**src/rtl/stack_addr_gen.sv**
```systemverilog
module stack_addr_gen #(
  parameter int ADDR_W = 4
) (
  input  logic              clk,
  input  logic              clr,
  input  logic              step_en,
  input  logic              push_dir,
  output logic [ADDR_W-1:0] ptr,
  output logic [ADDR_W-1:0] addr,
  output logic              empty,
  output logic              full,
  output logic              fault
);

  localparam logic [ADDR_W-1:0] ONE  = ADDR_W'(1);
  localparam logic [ADDR_W-1:0] LAST = '1;

  logic blocked;

  assign empty   = (ptr == '0);
  assign full    = (ptr == LAST);
  assign blocked = push_dir ? full : empty;
  assign addr    = push_dir ? ptr : ptr - ONE;

  always_ff @(posedge clk or posedge clr) begin
    if (clr) begin
      ptr   <= '0;
      fault <= 1'b0;
    end else begin
      fault <= step_en & blocked;
      if (step_en && !blocked)
        ptr <= push_dir ? ptr + ONE : ptr - ONE;
    end
  end


  a_r2_push_step: assert property (@(posedge clk) disable iff (clr)
    (step_en && push_dir && !full) |=> (ptr == $past(ptr) + ONE));

  a_r3_pop_step: assert property (@(posedge clk) disable iff (clr)
    (step_en && !push_dir && !empty) |=> (ptr == $past(ptr) - ONE));

  a_r4_hold: assert property (@(posedge clk) disable iff (clr)
    !step_en |=> $stable(ptr));

  a_r9_empty_pop: assert property (@(posedge clk) disable iff (clr)
    (step_en && !push_dir && empty) |=> (fault && ptr == '0));

  a_r10_full_push: assert property (@(posedge clk) disable iff (clr)
    (step_en && push_dir && full) |=> (fault && ptr == LAST));

  a_r11_fault_clear: assert property (@(posedge clk) disable iff (clr)
    (!step_en || (push_dir && !full) || (!push_dir && !empty)) |=> !fault);

endmodule

```
**config.mk**
```make
export PLATFORM = sky130hd
export DESIGN_NAME = stack_addr_gen
export DESIGN_NICKNAME = d
export VERILOG_FILES = /design/src/rtl/stack_addr_gen.sv
export SDC_FILE = /design/constraint.sdc
export NUM_CORES = 1
export LEC_CHECK = 0
export ABC_AREA = 1
export BUFFER_PORTS_ARGS = -buffer_cell sky130_fd_sc_hd__buf_4
export CORE_AREA = 3 3 40 42
export CTS_CLUSTER_DIAMETER = 60
export CTS_CLUSTER_SIZE = 24
export DETAILED_ROUTE_END_ITERATION = 10
export DIE_AREA = 0 0 43 45
export PLACE_DENSITY = 0.55
export REMOVE_ABC_BUFFERS = 1
export SKIP_LAST_GASP = 1
export SYNTH_ARGS = -nofsm -noshare
export SYNTH_HDL_FRONTEND = slang
export SYNTH_SLANG_ARGS = --single-unit
```
**constraint.sdc**
```tcl
create_clock -name clk -period 1.8 [get_ports clk]
set_clock_uncertainty 0.2 [all_clocks]
set_input_delay 0.27 -clock clk [delete_from_list [all_inputs] [get_ports clk]]
set_output_delay 0.27 -clock clk [all_outputs]
set_load 0.01 [all_outputs]
```
==> metrics.cfg <==
[timing]
finalSetupViolCount = 0
fin_crit_sh = 0.989
worst_slew_pin_slew_ns = 0.234
min_period_ns = 1.78
clock.fmax_mhz = 562
fin_hold_ws_ns = 0.121
final_max_slew_viol_count = 0
setup_ws_ns = 0.0196
hold_viol = 0
grt_setup_unrepaired = yes
relSlewSlack = 0.844

[pwr]
ir_drop_mv = 0.667
clock_power_share = 0.118
netSwitchingPower_mw = 0.479
intPower_mw = 0.604
pwr-share-comb = 0.674
total_power_mw = 1.08
power.leakage_nw = 0.348
swShare = 0.442
power.density_mw_per_mm2 = 1670
seqPwrFrac = 0.208

[global_route]
grt_pass1_wl_mm = 1.73
grt.met3_usage = 0.0518
busiest_layer = met2
gr-usage-met2 = 0.204
use_met1 = 0.144
grt_usage = 0.122
grt_start_max_net_pins = 11
antenna_found_initial = 0
grt_pass1_vias = 418
grt-ovfl-total = 0

[detailed_routing]
routedWlPerCell_um = 10.7
drt_wl_total_mm = 1.04
first_pass_iters = 3
postRouteAntennaNets = 0
vias = 454
first_iter_violations = 7
drc = 0
viasPerCell = 4.63

[finish]
diodes = 0
fin_util = 0.504
drive_above_1_share = 0.458
area.growth.synth_to_final_pct = 47.2
seq_area_um2 = 126
final_nets = 92
n_fill_cell = 134
layout_common_cells = buf_4 (21), nand2_1 (15), inv_1 (5)
multi_input_area_um2 = 275
final_common_cell = buf_4

[setup_path]
worstSetupPathType = register to output pin
endpoint = addr[0]
cp_slowest_stage_delay_ns = 0.35
cp-end-kind = output pin
rrSetupSlack_ns = 0.24
cp-start-kind = register
r2r_cells = 10
cp-startpoint = ptr[0]$_DFFE_PP0P_
critPathMaxFanout = 4
cp_data_required_time_ns = 1.33
path_cells = inv_2 > buf_4 > buf_4 > ha_1 > inv_1 > buf_4
critPathArrivalTime_ns = 1.31
r2r-end = ptr[3]$_DFFE_PP0P_
crit_top_cell = buf_4
timing.rr.start = ptr[0]$_DFFE_PP0P_
crit_path_top_delay_cell = dfrtp_1

[yosys]
ys_warn_count = 0
postSynthAreaPerCell_um2 = 7.46
synth_seq_cells = 5
syn_area_um2 = 440
synthDistinctLibCells = 18
seq_area_frac_synth = 0.284
synthCells = 59

[place]
gp_congestion = 0.785
dp_hpwl_um = 764
pre_cts_slack_ns = 0.121
io_buffer_count = 14

[status]
outcome = finished clean

[clock_tree]
cts.clk_slew.worst_paths_ns = 0.04
clk_path_buf_depth = 2
root_buffer = clkbuf_4
clock-sinks = 5
cts_tree = yes
cts_buffers = 3
clock_latency_ns = 0.24
htreeDepth = 1

[floorplanning]
io_pins = 15
die_h_um = 45
num_rows = 13
core_area_mm2 = 0.00128
initial_core_util = 0.343
die_x_um = 43
dieArea_mm2 = 0.00194

[job]
cap_violations = 0

[hold_path]
hold_path_class = input pin to register
holdPathStages = 2

-- synthesized netlist by cell type, drive strengths merged --
cell type | instances | area, µm²
xor2 | 2 | 17.5
nand2 | 17 | 68.8
o21ai | 6 | 30.0
nand4 | 1 | 6.26
buf | 2 | 22.5
nand3 | 6 | 47.6
ha | 4 | 50.1
a21boi | 1 | 7.51
inv | 9 | 33.8
nor3 | 1 | 5.00
nor2 | 5 | 26.3
dfrtp | 5 | 125
-- registers in the layout (all words and copies together) (netlist names) --
| name | count |
|---|---|
| fault | 1 |
| ptr | 4 |
-- cell families (layout without fill, tap and decap cells) --
group / count (synthesis) / count (layout) / synth area share
XOR/XNOR: 2 / 2 / 0.0398
adder cells (fa/ha/maj): 4 / 4 / 0.114
AND/OR/NAND/NOR: 30 / 30 / 0.349
AO/OA/AOI/OAI: 7 / 7 / 0.0852
buffers and inverters: 11 / 35 / 0.128
flip-flops: 5 / 5 / 0.284
-- worst min path at each step --
stage | slack [ns] | start | endpoint
2_1_floorplan | -0.15 | clr | fault$_DFF_PP0_
3_3_place_gp | -0.01 | clr | fault$_DFF_PP0_
3_5_place_dp | -0.02 | clr | ptr[2]$_DFFE_PP0P_
4_1_cts | 0.12 | step_en | fault$_DFF_PP0_
5_1_grt | 0.13 | step_en | fault$_DFF_PP0_
6_report | 0.12 | step_en | fault$_DFF_PP0_
-- worst max-delay path, delay by kind of cell, from the launching register on --
kind | cells | cell delay, ns
buf+inv | 5 | 0.45
fa+ha+maj | 1 | 0.26
flops | 1 | 0.35
-- final cells by class --
class                           instances  area share
Tap cell                               15      0.0290
Inverter                                9      0.0521
Sequential cell                         5       0.195
Multi-Input combinational cell         43       0.425
Clock buffer                            4      0.0405
Timing Repair Buffer                   22       0.259
-- stage by stage --
step,instances,cell area (µm²),TNS (ns)
after detailed placement,89,564,0
after CTS,96,622,0
final,98,648,0
after global placement,89,564,0
after floorplan,57,418,0
after global routing,98,648,-0.150
-- metal layers --
layer  vias to the layer above  routed length (µm)  share of wire
met5                         -                   0              0
met4                         0                  10         0.0096
met3                         2                  58          0.056
met2                        14                 514           0.49
met1                       202                 460           0.44
li1                        236                   -              -
-- power by group through the flow --
stage                     Sequential [mW]  Combinational [mW]  Clock, mW
after floorplan                     0.247               0.316          0
after global placement              0.215               0.630          0
after detailed placement            0.216               0.632          0
after CTS                           0.218               0.674      0.133
after global routing                0.235               0.807      0.140
final                               0.225               0.730      0.128
-- timing repair --
action / 4_1_cts / 5_1_grt
endpoints found under the hold margin: 5 / 0
pin swaps: 1 / 2
setup buffers: 2 / 2
cloned: 0 / 0
resized for setup: 5 / 5
hold buffers: 1 / 0
endpoints found under the setup margin: 2 / 3
(Power assumes the default switching activity.)
